==> src/rtl/memmap_pkg.sv <==
package memmap_pkg;
    localparam int ADDR_W     = 16;
    localparam int DATA_W     = 8;
    localparam int ROM_OFF_W  = 14;
    localparam int VRAM_OFF_W = 13;
    localparam int WRAM_OFF_W = 12;
    localparam int IO_OFF_W   = 7;
    localparam int HRAM_DEPTH = 127;
    localparam int HRAM_AW    = $clog2(HRAM_DEPTH);

    localparam logic [ADDR_W-1:0] BASE_OAM  = 16'hFE00;
    localparam logic [ADDR_W-1:0] BASE_IO   = 16'hFF00;
    localparam logic [ADDR_W-1:0] BASE_HRAM = 16'hFF80;
    localparam logic [ADDR_W-1:0] ADDR_IE   = 16'hFFFF;

    typedef enum logic [3:0] {
        T_ROM0, T_ROMB, T_VRAM, T_XRAM, T_WRAM0,
        T_WRAM1, T_OAM, T_IO, T_HRAM, T_IE
    } tgt_e;

    typedef struct packed {
        logic rom0;
        logic romb;
        logic vram;
        logic wram0;
        logic wram1;
        logic io;
        logic hram;
        logic ie;
    } strobe_t;

    function automatic tgt_e classify(input logic [ADDR_W-1:0] a);
        tgt_e t;
        unique case (a[15:12])
            4'h0, 4'h1, 4'h2, 4'h3: t = T_ROM0;
            4'h4, 4'h5, 4'h6, 4'h7: t = T_ROMB;
            4'h8, 4'h9:             t = T_VRAM;
            4'hA, 4'hB:             t = T_XRAM;
            4'hC, 4'hE:             t = T_WRAM0;
            4'hD:                   t = T_WRAM1;
            default: begin
                if (a < BASE_OAM)       t = T_WRAM1;
                else if (a < BASE_IO)   t = T_OAM;
                else if (a < BASE_HRAM) t = T_IO;
                else if (a < ADDR_IE)   t = T_HRAM;
                else                    t = T_IE;
            end
        endcase
        return t;
    endfunction
endpackage

==> src/rtl/map_decode.sv <==
module map_decode
    import memmap_pkg::*;
(
    input  logic [ADDR_W-1:0] addr,
    input  logic              rd,
    input  logic              wr,
    output tgt_e              tgt,
    output strobe_t           sel,
    output strobe_t           we,
    output logic              mapper_we
);
    always_comb begin
        tgt       = classify(addr);
        sel       = '0;
        we        = '0;
        mapper_we = 1'b0;
        unique case (tgt)
            T_ROM0:  begin sel.rom0 = rd; mapper_we = wr; end
            T_ROMB:  begin sel.romb = rd; mapper_we = wr; end
            T_VRAM:  begin sel.vram  = rd | wr; we.vram  = wr; end
            T_WRAM0: begin sel.wram0 = rd | wr; we.wram0 = wr; end
            T_WRAM1: begin sel.wram1 = rd | wr; we.wram1 = wr; end
            T_IO:    begin sel.io    = rd | wr; we.io    = wr; end
            T_HRAM:  begin sel.hram  = rd | wr; we.hram  = wr; end
            T_IE:    begin sel.ie    = rd | wr; we.ie    = wr; end
            default: ;
        endcase
    end
endmodule

==> src/rtl/hram_store.sv <==
module hram_store
    import memmap_pkg::*;
(
    input  logic               clk,
    input  logic               rst,
    input  logic               we,
    input  logic [HRAM_AW-1:0] addr,
    input  logic [DATA_W-1:0]  wdata,
    output logic [DATA_W-1:0]  rdata
);
    logic [DATA_W-1:0] mem [0:HRAM_DEPTH-1];

    always_ff @(posedge clk) begin
        if (rst) begin
            for (int i = 0; i < HRAM_DEPTH; i++) mem[i] <= '0;
        end else if (we && (int'(addr) < HRAM_DEPTH)) begin
            mem[addr] <= wdata;
        end
    end

    assign rdata = (int'(addr) < HRAM_DEPTH) ? mem[addr] : '0;

    assert_hram_store_R9: assert property (@(posedge clk) disable iff (rst)
        we |=> (mem[$past(addr)] == $past(wdata)));
endmodule

==> src/rtl/read_mux.sv <==
module read_mux
    import memmap_pkg::*;
(
    input  logic              rd,
    input  tgt_e              tgt,
    input  logic [DATA_W-1:0] rom0_d,
    input  logic [DATA_W-1:0] romb_d,
    input  logic [DATA_W-1:0] vram_d,
    input  logic [DATA_W-1:0] wram0_d,
    input  logic [DATA_W-1:0] wram1_d,
    input  logic [DATA_W-1:0] io_d,
    input  logic [DATA_W-1:0] hram_d,
    input  logic [DATA_W-1:0] ie_d,
    output logic [DATA_W-1:0] rdata
);
    always_comb begin
        rdata = '0;
        if (rd) begin
            unique case (tgt)
                T_ROM0:  rdata = rom0_d;
                T_ROMB:  rdata = romb_d;
                T_VRAM:  rdata = vram_d;
                T_WRAM0: rdata = wram0_d;
                T_WRAM1: rdata = wram1_d;
                T_IO:    rdata = io_d;
                T_HRAM:  rdata = hram_d;
                T_IE:    rdata = ie_d;
                default: rdata = '0;
            endcase
        end
    end
endmodule

==> src/rtl/cpu_addr_map.sv <==
module cpu_addr_map
    import memmap_pkg::*;
(
    input  logic                  clk,
    input  logic                  rst,
    input  logic [ADDR_W-1:0]     cpu_addr,
    input  logic                  cpu_rd,
    input  logic                  cpu_wr,
    input  logic [DATA_W-1:0]     cpu_wdata,
    output logic [DATA_W-1:0]     cpu_rdata,
    output logic                  rom0_sel,
    output logic [ROM_OFF_W-1:0]  rom0_off,
    input  logic [DATA_W-1:0]     rom0_rdata,
    output logic                  romb_sel,
    output logic [ROM_OFF_W-1:0]  romb_off,
    input  logic [DATA_W-1:0]     romb_rdata,
    output logic                  vram_sel,
    output logic                  vram_we,
    output logic [VRAM_OFF_W-1:0] vram_off,
    input  logic [DATA_W-1:0]     vram_rdata,
    output logic                  vram_notify,
    output logic [VRAM_OFF_W-1:0] vram_notify_off,
    output logic                  wram0_sel,
    output logic                  wram0_we,
    output logic [WRAM_OFF_W-1:0] wram0_off,
    input  logic [DATA_W-1:0]     wram0_rdata,
    output logic                  wram1_sel,
    output logic                  wram1_we,
    output logic [WRAM_OFF_W-1:0] wram1_off,
    input  logic [DATA_W-1:0]     wram1_rdata,
    output logic                  io_sel,
    output logic                  io_we,
    output logic [IO_OFF_W-1:0]   io_off,
    input  logic [DATA_W-1:0]     io_rdata,
    output logic                  ie_sel,
    output logic                  ie_we,
    input  logic [DATA_W-1:0]     ie_rdata,
    output logic                  mapper_we,
    output logic [ADDR_W-1:0]     mapper_addr,
    output logic [DATA_W-1:0]     mapper_data
);
    tgt_e              tgt;
    strobe_t           sel, we;
    logic [DATA_W-1:0] hram_q;

    map_decode u_dec (
        .addr(cpu_addr), .rd(cpu_rd), .wr(cpu_wr),
        .tgt(tgt), .sel(sel), .we(we), .mapper_we(mapper_we)
    );

    hram_store u_hram (
        .clk(clk), .rst(rst), .we(we.hram),
        .addr(cpu_addr[HRAM_AW-1:0]), .wdata(cpu_wdata), .rdata(hram_q)
    );

    read_mux u_mux (
        .rd(cpu_rd), .tgt(tgt),
        .rom0_d(rom0_rdata), .romb_d(romb_rdata), .vram_d(vram_rdata),
        .wram0_d(wram0_rdata), .wram1_d(wram1_rdata), .io_d(io_rdata),
        .hram_d(hram_q), .ie_d(ie_rdata), .rdata(cpu_rdata)
    );

    assign rom0_sel  = sel.rom0;
    assign romb_sel  = sel.romb;
    assign vram_sel  = sel.vram;
    assign wram0_sel = sel.wram0;
    assign wram1_sel = sel.wram1;
    assign io_sel    = sel.io;
    assign ie_sel    = sel.ie;
    assign vram_we   = we.vram;
    assign wram0_we  = we.wram0;
    assign wram1_we  = we.wram1;
    assign io_we     = we.io;
    assign ie_we     = we.ie;

    assign rom0_off  = cpu_addr[ROM_OFF_W-1:0];
    assign romb_off  = cpu_addr[ROM_OFF_W-1:0];
    assign vram_off  = cpu_addr[VRAM_OFF_W-1:0];
    assign wram0_off = cpu_addr[WRAM_OFF_W-1:0];
    assign wram1_off = cpu_addr[WRAM_OFF_W-1:0];
    assign io_off    = cpu_addr[IO_OFF_W-1:0];

    assign mapper_addr = cpu_addr;
    assign mapper_data = cpu_wdata;

    always_ff @(posedge clk) begin
        if (rst) begin
            vram_notify     <= 1'b0;
            vram_notify_off <= '0;
        end else begin
            vram_notify <= we.vram;
            if (we.vram) vram_notify_off <= cpu_addr[VRAM_OFF_W-1:0];
        end
    end

    assert_one_select_R13: assert property (@(posedge clk) disable iff (rst)
        $onehot0({rom0_sel, romb_sel, vram_sel, wram0_sel, wram1_sel, io_sel, ie_sel}));

    assert_idle_quiet_R13: assert property (@(posedge clk) disable iff (rst)
        !(cpu_rd || cpu_wr) |-> (sel == '0 && we == '0 && !mapper_we && cpu_rdata == '0));

    assert_notify_pulse_R4: assert property (@(posedge clk) disable iff (rst)
        vram_we |=> (vram_notify && vram_notify_off == $past(vram_off)));

    assert_mapper_only_R12: assert property (@(posedge clk) disable iff (rst)
        mapper_we |-> (!cpu_addr[15] && we == '0 && !rom0_sel && !romb_sel));

    assert_dead_zero_R5: assert property (@(posedge clk) disable iff (rst)
        (cpu_rd && (tgt == T_XRAM || tgt == T_OAM)) |-> (cpu_rdata == '0 && sel == '0));
endmodule

==> config.mk <==
export PLATFORM = sky130hd
export DESIGN_NAME = cpu_addr_map
export DESIGN_NICKNAME = d
export VERILOG_FILES = /design/src/rtl/memmap_pkg.sv /design/src/rtl/map_decode.sv /design/src/rtl/hram_store.sv /design/src/rtl/read_mux.sv /design/src/rtl/cpu_addr_map.sv
export SDC_FILE = /design/constraint.sdc
export NUM_CORES = 2
export LEC_CHECK = 0
export ABC_AREA = 1
export CELL_PAD_IN_SITES_DETAIL_PLACEMENT = 1
export CELL_PAD_IN_SITES_GLOBAL_PLACEMENT = 1
export CORE_AREA = 2 2 341 343
export DETAILED_ROUTE_END_ITERATION = 6
export DIE_AREA = 0 0 343 345
export DONT_BUFFER_PORTS = 1
export PLACE_DENSITY = 0.81
export SYNTH_ARGS = -nofsm -noshare
export SYNTH_HDL_FRONTEND = slang
export SYNTH_SLANG_ARGS = --single-unit
export TNS_END_PERCENT = 20
==> constraint.sdc <==
create_clock -name clk -period 3.05 [get_ports clk]
set_clock_uncertainty 0.1 [all_clocks]
set_input_delay 0.61 -clock clk [delete_from_list [all_inputs] [get_ports clk]]
set_output_delay 0.61 -clock clk [all_outputs]
set_load 0.01 [all_outputs]
==> summary.md <==
| Metric | Value |
|---|---|
| CP Buf/Inv Count | `1` |
| Simple-gate share of the synthesized area | `0.274` |
| Critical Path RT | `2.34 ns` |
| Worst r2r src | `vram_notify_off[0]$_SDFFE_PP0P_` |
| Async S/R FF share, synth | `0` |
| IO Pins | `215` |
| CP Launch Type | `primary input` |
| Most frequent cells in the layout | `1412 x nand2_1, 1154 x nor2_1, 1024 x edfxtp_1, 849 x inv_1, 432 x nand3_1` |
| DR iter-0 viols | `4584` |
| Post-route DRC | `0` |
| Pwr dens | `roughly 550 nW/um2` |
| Non-Filler Instances | `a little under 8000` |
| RD Place Congestion | `0.884` |
| Slew @ Worst Pin | `about 1.9 ns` |
| Fraction of layout cells with a size suffix above 1 | `0.167` |
| Final Hold Fails | `0` |
| CTS tree | `yes` |
| Setup_tns | `-14.54 ns` |
| Number of global-route vias before repair | `45900` |
| Full die area | `118000 um2` |
| Post-synth top flop | `edfxtp_1` |
| Initial antenna violation count | `3` |
| Crit path from | `cpu_addr[0]` |
| Hold WC Path Type | `in -> reg` |
| Mapped Area | `between 50000 and 60000 um2` |
| Largest net degree at the start of global routing | `roughly 600` |
| Syn Inst Count | `5889` |
| Max Cap Violations | `0` |
| Post-synthesis sequential area ratio | `0.605` |
| Layout area overhead | `19.2%` |
| Number of nets in the final layout | `around 6000` |
| Global-route wire length before repair | `278000 um` |
| Grt total ovfl | `0` |
| DRT antenna net count | `0` |
| Combinational family with the most area after synthesis | `simple AND/OR/NAND/NOR gates` |
| Critical-path cell list | `or2_2 -> nand3_1 -> nand2_2 -> o21ai_2 -> nand2_2 -> nor2_1 -> nor2_2 -> nor2_4 -> nand2_4 -> nand2_1 -> a21oi_1 -> buf_4` |
| Critical path's most frequent cell | `nand2_2` |
| Fill cell count | `13100` |
| Synthesis Warnings | `0` |
| # setup viols final | `around 120` |
| Final period util | `1.41` |
| Via density | `5.57` |
| Post-detail-place hpwl | `around 110000 um` |
| Die X | `343 um` |
| FF+latch count, synth | `1038` |
| Post-Synth XOR/XNOR Area | `0` |
| Minimum clock period | `4.31 ns` |
| Max-slew violations | `365` |
| Post-synthesis mux area share | `0` |
| Worst skew pair latency | `0.72 ns` |
| Leak pwr | `27.3 nW` |
| DR WL/cell | `24.1 um` |
| Slowest cell on the critical path | `or2_2` |
| Compound-gate portion of the synthesized area | `0.0191` |
| RSZ-0062 raised after global routing | `true` |
| Fmax | `between 0.2 and 0.25 GHz` |
| Worst-path clk slew | `about 0.06 ns` |
| WL final | `186000 um` |
| Number of I/O port buffers | `0` |
| H-tree depth | `3` |
| Worst path max stage delay | `approximately 0.84 ns` |
| Crit path arrival time | `between 3 and 4 ns` |
| Layout Utilization | `0.531` |
| Placed cell count | `around 7500` |
| DRT Pass-1 Iters | `5` |
| Final WS setup | `-1.26 ns` |
| Footprint of the multi-input gates | `15900 um2` |
| Core Box Area | `approximately 120000 um2` |
| Max Buffers Root-to-Sink | `3` |
| TritonCTS Buffers | `110` |
| HP Start | `cpu_addr[1]` |
| Failing checks | `slew limit, setup timing` |
| Clock sinks | `1038` |
| Rows | `around 130` |
| Most common cell after layout, fill and taps aside | `nand2_1` |
| Post-Synth Adder-Cell Area | `0` |
| Total power | `33.7 mW` |
| Max_slew headroom | `-0.253` |
| CTS root buf | `clkbuf_16` |
| Vias | `42900` |
| Post-synth EDFFs | `1024` |
| Hold_ws | `0.103 ns` |
| Register area | `between 30000 and 40000 um2` |
| Syn_area_per_cell | `8.70 um2` |
| CP Max Fanout | `587` |
| Netlist cell types | `34` |
| Cell family with most CP delay | `simple AND/OR/NAND/NOR gates` |
| GRT Total Usage | `0.311` |
| Outcome | `complete, but fails checks` |
| Critical Path End Type | `output pin` |
| Initial Util | `0.445` |
| Die Y | `345 um` |
| Crit path kind | `in -> out` |
| Worst vdd ir | `~460 uV` |
Yosys cell counts (all sizes together) (3+ instances only):
master	instances	area, um2
inv	864	3240
nand2	1502	5820
edfxtp	1024	30700
nand4	29	181
clkinv	3	11.3
clkbuf	293	1100
dfxtp	14	280
nand3	443	2230
o21ai	159	796
nor3	14	100
a21oi	18	90.1
o211ai	9	67.6
buf	122	861
nor2	1316	5200
or2	72	450
path summary, 6_finish.rpt:
check,slack [ns],to,depth (start not counted)
worst max-delay path,-1.26,cpu_rdata[4],12
worst min-delay path,0.10,vram_notify_off[1]$_SDFFE_PP0P_,3
worst max register to register,2.06,vram_notify_off[0]$_SDFFE_PP0P_,2
worst min register to register,0.51,vram_notify_off[10]$_SDFFE_PP0P_,2
kinds of logic (layout without fill, tap and decap cells):
kind of cell | count (synthesis) | after routing
compound gates | 189 | 189
buf+inv | 1282 | 1571
flops | 1038 | 1038
other cells | 1 | 9
simple gates | 3379 | 3379
metrics by stage:
step | setup WS [ns] | area, um2
2_1_floorplan | 0.00888 | 51400
3_3_place_gp | -0.844 | 55800
3_5_place_dp | -0.855 | 55800
4_1_cts | -0.284 | 61000
5_1_grt | -1.30 | 61100
6_report | -1.26 | 61100
tightest hold or removal path: cells and delay by family:
| family | cells | cell delay [ns] |
|---|---|---|
| compound gates | 1 | 0.05 |
| buf+inv | 2 | 0.16 |
layer usage:
metal  GRT usage  vias to the layer above  wire, um
met3      0.0563                      586     16400
met1       0.378                    21300     68100
met5           0                        -        13
li1            -                    18800         -
met2       0.530                     2266     91500
met4       0.150                        2      9680
repair_timing:
item	in CTS	in global routing
buffers inserted	28	3
cloned	13	0
endpoints found under the hold margin	15	0
pin swaps	98	8
resized for setup	302	39
hold buffers	15	0
endpoints found under the setup margin	12	1397
cell type report:
class | instances | share of cell area
Inverter | 867 | 0.0544
Sequential cell | 1038 | 0.508
Multi-Input combinational cell | 3576 | 0.261
Clock inverter | 67 | 0.0106
Antenna cell | 1 | 0.0000410
Tap cell | 1524 | 0.0312
Clock buffer | 136 | 0.0475
Timing Repair Buffer | 498 | 0.0866
Timing Repair inverter | 3 | 0.00117
registers in the layout, summed over array words and instances, names as in the netlist:
signal	flops
vram_notify	1
vram_notify_off	13
u_hram.mem	1024
report_power, final:
group | internal [mW] | switching [mW]
combinational | 1.08 | 2.34
sequential | 16.3 | 0.247
clock | 7.74 | 5.91
total | 25.2 | 8.50
(Power assumes the default switching activity.)
